--- src/rtl/audio_tx_pkg.sv ---
package audio_tx_pkg;

  typedef enum logic [2:0] {
    FMT_LEFT      = 3'd0,
    FMT_I2S       = 3'd1,
    FMT_RIGHT     = 3'd2,
    FMT_DSP_LATE  = 3'd3,
    FMT_DSP_EARLY = 3'd4
  } fmtE;

  // strobes from the control towards the datapath
  typedef struct packed {
    logic launch;      // launch edge of the bit clock seen this cycle
    logic load;        // start a new word at this launch
    logic loadRight;   // the new word is the right channel
    logic frameStart;  // frame boundary: pair handshake point
  } txStrobeT;

  function automatic logic [5:0] wordBits(input logic [1:0] sel);
    case (sel)
      2'd0:    return 6'd16;
      2'd1:    return 6'd20;
      2'd2:    return 6'd24;
      default: return 6'd32;
    endcase
  endfunction

endpackage

--- src/rtl/audio_tx_ctrl.sv ---
module audio_tx_ctrl
  import audio_tx_pkg::*;
#(
  parameter int CNT_W = 8
) (
  input  logic       clk,
  input  logic       rstN,
  input  logic [2:0] fmtSel,
  input  logic [1:0] wordLenSel,
  input  logic       launchRise,
  input  logic       bclkIn,
  input  logic       lrckIn,
  output txStrobeT   strb
);

  localparam logic [CNT_W-1:0] CNT_MAX = '1;

  fmtE              fmt;
  logic             primed, bclkQ, lrckQ, synced, seenEdge, halfOk;
  logic [CNT_W-1:0] bitCnt, halfLen;
  logic             launch, anyEdge, refEdge, isDsp, active;
  logic [CNT_W-1:0] bitInc, kNow, wLen, offK, halfLenNow, rjStart;
  logic             halfOkNow, rjOk, hit, right;

  assign fmt    = fmtE'(fmtSel);
  assign isDsp  = (fmt == FMT_DSP_LATE) || (fmt == FMT_DSP_EARLY);
  assign launch = primed && (bclkIn != bclkQ) && (bclkIn == launchRise);

  // word-clock change seen at a launch edge; frame-sync modes count from the rise only
  assign anyEdge = launch && synced && (lrckIn != lrckQ);
  assign refEdge = isDsp ? (anyEdge && lrckIn) : anyEdge;

  assign bitInc = (bitCnt == CNT_MAX) ? bitCnt : bitCnt + 1'b1;
  assign kNow   = refEdge ? '0 : bitInc;
  assign active = seenEdge || refEdge;

  assign wLen = CNT_W'(wordBits(wordLenSel));
  assign offK = ((fmt == FMT_I2S) || (fmt == FMT_DSP_EARLY)) ? CNT_W'(1) : '0;

  // end alignment uses the length of the half period just finished
  assign halfLenNow = refEdge ? bitInc : halfLen;
  assign halfOkNow  = refEdge ? seenEdge : halfOk;
  assign rjOk       = halfOkNow && (wordLenSel != 2'd3) && (halfLenNow >= wLen);
  assign rjStart    = halfLenNow - wLen;

  always_comb begin
    hit   = 1'b0;
    right = 1'b0;
    case (fmt)
      FMT_I2S: begin
        hit   = (kNow == CNT_W'(1));
        right = lrckIn;
      end
      FMT_RIGHT: begin
        hit   = rjOk && (kNow == rjStart);
        right = !lrckIn;
      end
      FMT_DSP_LATE, FMT_DSP_EARLY: begin
        if (kNow == offK) begin
          hit = 1'b1;
        end else if (kNow == offK + wLen) begin
          hit   = 1'b1;
          right = 1'b1;
        end
      end
      default: begin
        hit   = (kNow == '0);
        right = !lrckIn;
      end
    endcase
  end

  always_comb begin
    strb.launch     = launch;
    strb.load       = launch && active && hit;
    strb.loadRight  = right;
    strb.frameStart = refEdge && ((fmt == FMT_I2S) ? !lrckIn : lrckIn);
  end

  always_ff @(posedge clk or negedge rstN) begin
    if (!rstN) begin
      primed   <= 1'b0;
      bclkQ    <= 1'b0;
      lrckQ    <= 1'b0;
      synced   <= 1'b0;
      seenEdge <= 1'b0;
      halfOk   <= 1'b0;
      bitCnt   <= '0;
      halfLen  <= '0;
    end else begin
      primed <= 1'b1;
      bclkQ  <= bclkIn;
      if (launch) begin
        synced <= 1'b1;
        lrckQ  <= lrckIn;
        if (refEdge) begin
          bitCnt   <= '0;
          seenEdge <= 1'b1;
          halfLen  <= bitInc;
          halfOk   <= seenEdge;
        end else begin
          bitCnt <= bitInc;
        end
      end
    end
  end

endmodule

--- src/rtl/audio_tx_datapath.sv ---
module audio_tx_datapath
  import audio_tx_pkg::*;
#(
  parameter int SAMPLE_W = 32
) (
  input  logic                clk,
  input  logic                rstN,
  input  txStrobeT            strb,
  input  logic [1:0]          wordLenSel,
  input  logic [SAMPLE_W-1:0] leftData,
  input  logic [SAMPLE_W-1:0] rightData,
  input  logic                pairValid,
  output logic                serOut,
  output logic                underrun
);

  localparam int SH_W = $clog2(SAMPLE_W + 1);

  logic [SAMPLE_W-1:0] holdL, holdR, shReg;
  logic [SAMPLE_W-1:0] srcL, srcR, word, aligned;
  logic [SH_W-1:0]     shAmt;
  logic                take;

  assign take  = strb.frameStart && pairValid;
  // a pair taken this cycle may also be the word started this cycle
  assign srcL  = take ? leftData  : holdL;
  assign srcR  = take ? rightData : holdR;
  assign word  = strb.loadRight ? srcR : srcL;
  // push the W live bits to the top; zeros fill in behind them
  assign shAmt   = SH_W'(SAMPLE_W) - SH_W'(wordBits(wordLenSel));
  assign aligned = word << shAmt;

  always_ff @(posedge clk or negedge rstN) begin
    if (!rstN) begin
      holdL    <= '0;
      holdR    <= '0;
      shReg    <= '0;
      serOut   <= 1'b0;
      underrun <= 1'b0;
    end else begin
      underrun <= strb.frameStart && !pairValid;
      if (take) begin
        holdL <= leftData;
        holdR <= rightData;
      end
      if (strb.launch) begin
        if (strb.load) begin
          serOut <= aligned[SAMPLE_W-1];
          shReg  <= aligned << 1;
        end else begin
          serOut <= shReg[SAMPLE_W-1];
          shReg  <= shReg << 1;
        end
      end
    end
  end

endmodule

--- src/rtl/audio_ser_tx.sv ---
module audio_ser_tx
  import audio_tx_pkg::*;
#(
  parameter int SAMPLE_W = 32,
  parameter int CNT_W    = 8
) (
  input  logic                clk,
  input  logic                rstN,
  input  logic [2:0]          fmtSel,
  input  logic [1:0]          wordLenSel,
  input  logic                launchRise,
  input  logic                bclkIn,
  input  logic                lrckIn,
  input  logic [SAMPLE_W-1:0] leftData,
  input  logic [SAMPLE_W-1:0] rightData,
  input  logic                pairValid,
  output logic                pairReady,
  output logic                serOut,
  output logic                underrun
);

  txStrobeT strb;

  audio_tx_ctrl #(.CNT_W(CNT_W)) ctrl (
    .clk        (clk),
    .rstN       (rstN),
    .fmtSel     (fmtSel),
    .wordLenSel (wordLenSel),
    .launchRise (launchRise),
    .bclkIn     (bclkIn),
    .lrckIn     (lrckIn),
    .strb       (strb)
  );

  audio_tx_datapath #(.SAMPLE_W(SAMPLE_W)) dp (
    .clk        (clk),
    .rstN       (rstN),
    .strb       (strb),
    .wordLenSel (wordLenSel),
    .leftData   (leftData),
    .rightData  (rightData),
    .pairValid  (pairValid),
    .serOut     (serOut),
    .underrun   (underrun)
  );

  assign pairReady = strb.frameStart;

endmodule

--- config.mk ---
export PLATFORM = sky130hd
export DESIGN_NAME = audio_ser_tx
export DESIGN_NICKNAME = d
export VERILOG_FILES = /design/src/rtl/audio_tx_pkg.sv /design/src/rtl/audio_tx_ctrl.sv /design/src/rtl/audio_tx_datapath.sv /design/src/rtl/audio_ser_tx.sv
export SDC_FILE = /design/constraint.sdc
export NUM_CORES = 1
export LEC_CHECK = 0
export ABC_AREA = 1
export BUFFER_PORTS_ARGS = -buffer_cell sky130_fd_sc_hd__buf_2
export CELL_PAD_IN_SITES_DETAIL_PLACEMENT = 1
export CELL_PAD_IN_SITES_GLOBAL_PLACEMENT = 2
export CORE_ASPECT_RATIO = 0.5
export CORE_MARGIN = 2
export CORE_UTILIZATION = 36
export CTS_CLUSTER_DIAMETER = 100
export DETAILED_ROUTE_END_ITERATION = 10
export HOLD_SLACK_MARGIN = 0.12
export PLACE_DENSITY_LB_ADDON = 0.08
export SKIP_CTS_REPAIR_TIMING = 1
export SYNTH_ARGS = -nofsm -noshare
export SYNTH_HDL_FRONTEND = slang
export SYNTH_HIERARCHICAL = 1
export SYNTH_SLANG_ARGS = --single-unit
--- constraint.sdc ---
create_clock -name clk -period 7.87 [get_ports clk]
set_input_delay 1.574 -clock clk [delete_from_list [all_inputs] [get_ports clk]]
set_output_delay 1.574 -clock clk [all_outputs]
set_load 0.05 [all_outputs]
==> impl_metrics.json <==
{
  "synth_sequential_area_ratio": 0.402,
  "ff_latch_area_um2": 2980,
  "dieArea_um2": 21800,
  "grt.overflow.total": 0,
  "fmax_mhz": 173,
  "route.final.wire_length_um": 24100,
  "floorplan.initialDensity": 0.364,
  "layout.filler_cells": 2637,
  "clkLatencyLatePin_ns": 0.44,
  "holdPathStages": 2,
  "crit_arrival_ns": 6.15,
  "timing.critical_path.mode_cell": "sky130_fd_sc_hd__inv_1",
  "fp.coreArea_um2": 20400,
  "path_max_fanout": 31,
  "syn_area_per_cell_um2": 6.97,
  "areaGrowthSynthToFinish_pct": 13.9,
  "crit_required_ns": 8.23,
  "yosys.area_share.adder": 0.0196,
  "drt.antenna.violating_nets": 0,
  "pin_count": 78,
  "max-clock-path-buffers": 2,
  "yosys.area_share.xor_xnor": 0.00827,
  "die_height_um": 105,
  "route.vias.total": 7070,
  "count_of_input_and_output_buffers": 77,
  "critical-path-slowest-cell": "sky130_fd_sc_hd__nor2_1",
  "cts_made_buffers": 17,
  "dp_hpwl_um": 17000,
  "power_leakage_nw": 4.37,
  "r2r_cells": 27,
  "post_synth_and_or_nand_nor_area_fraction": 0.409,
  "layout_min_cycle_time_ns": 5.79,
  "fin_nets": 1196,
  "layout_worst_path_cycle_share": 0.735,
  "drc": 0,
  "finalWeightedCongestion": 0.802,
  "vias_per_cell": 5.07,
  "setup.worst_path.end_class": "flip-flop",
  "run_status": "finished, final reports clean",
  "yosys_warnings": 6,
  "clock_tree.root_cell": "sky130_fd_sc_hd__clkbuf_16",
  "multi_input_comb_area_um2": 3730,
  "timing_worst_setup_path_type": "input pin to flip-flop",
  "grt_setup_unrepaired": "false",
  "totalPowerFinal_mw": 2.50,
  "final-max-slew-violation-count": 0,
  "initialDrtViolationCount": 289,
  "timing.setup.tns_ns": 0,
  "synth.ff_latch_count": 119,
  "vdd.ir_drop.worst_mv": 0.167,
  "cpPeakStageDelay_ns": 0.86,
  "grt_start_max_net_pins": 72,
  "clock_tree.htree_level_count": 4,
  "post_synth_inst_count": 1063,
  "timing.final.setup_violations": 0,
  "drt-wirelength-per-cell_um": 17.3,
  "power.density_cell_area_nw_per_um2": 296,
  "critPathLaunchType": "input pin",
  "synth_compound_area_frac": 0.0643,
  "drive_above_1_share": 0.138,
  "worst_pin_slew_ns": 1.13,
  "ys_top_cells_by_area": "sky130_fd_sc_hd__dfrtp_1, sky130_fd_sc_hd__nand3_1, sky130_fd_sc_hd__nand2_1, sky130_fd_sc_hd__inv_1, sky130_fd_sc_hd__a21oi_1",
  "synth_top_family_by_area": "simple AND/OR/NAND/NOR gates",
  "finalClockSkew_ns": 0.00903,
  "placementRows": 37,
  "worst_setup_hold_path_clk_slew_ns": 0.06,
  "antenna_found_initial": 0,
  "hold_violations": 0,
  "numClockSinks": 119,
  "mappedNetlistNets": 1149,
  "grt_pass1_vias": 7372,
  "muxShareOfSynthArea": 0,
  "hold_path_class": "flip-flop to flip-flop",
  "die_x_um": 207,
  "synth_largest_area_cell": "sky130_fd_sc_hd__dfrtp_1",
  "max_cap_violations": 0,
  "synthDominantCellAreaShare": 0.402,
  "synthDistinctLibCells": 40,
  "detailedRoute.firstPassIterationCount": 5,
  "first_pass_grt_wire_length_um": 39600,
  "max_slew_margin": 0.247,
  "cts_tree": "yes",
  "num_antenna_cells": 0,
  "global_route.usage.total": 0.237,
  "mapped_cell_area_um2": 7410
}
==> cell type report <==
cell class,count,area share
Multi-Input combinational cell,783,0.442
Sequential cell,119,0.353
Clock buffer,22,0.0562
Timing Repair Buffer,87,0.0548
Inverter,102,0.0453
Tap cell,273,0.0405
Clock inverter,8,0.00874
==> logic make-up (layout without fill, tap and decap cells) <==
family	after synthesis	count (layout)
simple gates	675	675
fa+ha+maj	11	11
xor+xnor	7	7
buf+inv	161	219
compound gates	89	89
flops	119	119
other cells	1	1
==> worst max-delay path: cells and delay by family <==
| family | cells | cell delay (ns) |
|---|---|---|
| AO/OA/AOI/OAI | 4 | 0.59 |
| adder cells (fa/ha/maj) | 2 | 0.57 |
| buffers and inverters | 7 | 0.77 |
| AND/OR/NAND/NOR | 16 | 2.61 |
==> layer usage <==
metal,global-route usage,vias up,routed length (um)
met4,0.0689,0,359
met1,0.342,3440,12300
met3,0.0396,23,693
met5,0,-,0
met2,0.365,87,10700
li1,-,3520,-
==> layout by cell type (no fill, tap or decap), drive strengths merged, types with 6 or more instances in the layout <==
master,Yosys,layout
ha,10,10
o21ai,25,25
buf,36,87
or2,10,10
nor2,72,72
inv,100,101
nand3,255,255
nand3b,10,10
a31oi,6,6
nand2,322,322
clkinv,2,6
clkbuf,23,22
a21oi,53,53
dfrtp,119,119
==> path summary, 6_finish.rpt <==
check / start / slack, ns / to
max: fmtSel[0] / 2.08 / dp/shReg[17]
min: dp/holdL[1] / 0.46 / dp/holdL[1]
max reg2reg: ctrl/bclkQ / 3.02 / dp/shReg[17]
min reg2reg: dp/holdL[1] / 0.46 / dp/holdL[1]
max in group asynchronous: rstN / 5.29 / dp/holdL[9]
min in group asynchronous: rstN / 1.30 / dp/holdL[30]
==> where the power goes <==
part / leakage, nW / internal [mW] / total, mW / switching, mW
sequential: 1.40 / 0.820 / 0.913 / 0.0931
combinational: 2.71 / 0.293 / 0.831 / 0.538
clock: 0.268 / 0.454 / 0.759 / 0.305
==> synth_stat cells (all sizes together) <==
cell type  instances
o21a               3
buf               36
fa                 1
nor3               2
or2               10
o31ai              1
xnor2              4
nand2            322
nand3b            10
clkbuf            23
o21ai             25
dfrtp            119
xor2               3
conb               1
nand3            255
clkinv             2
nand4              2
inv              100
a31oi              6
o211ai             1
a21oi             53
ha                10
and2               2
nor2              72
==> sequential cells by signal, indices dropped and copies added (netlist names), 8 cells and up <==
signal / cells
dp/holdR: 32
dp/shReg: 31
ctrl/halfLen: 8
ctrl/bitCnt: 8
dp/holdL: 32
==> metrics by stage <==
stage / setup slack [ns] / instance area [um^2] / hold WS, ns / utilization / std cells
floorplan: 3.02 / 7410 / 0.433 / - / 1063
global placement: 1.73 / 7900 / 0.449 / 0.388 / 1364
detailed placement: 1.62 / 7900 / 0.454 / 0.388 / 1364
CTS: 2.07 / 8440 / 0.468 / 0.415 / 1394
global route: 1.44 / 8440 / 0.481 / 0.415 / 1394
finish: 2.08 / 8440 / 0.461 / 0.415 / 1394
Note: power is estimated with default switching activity, not from simulation.
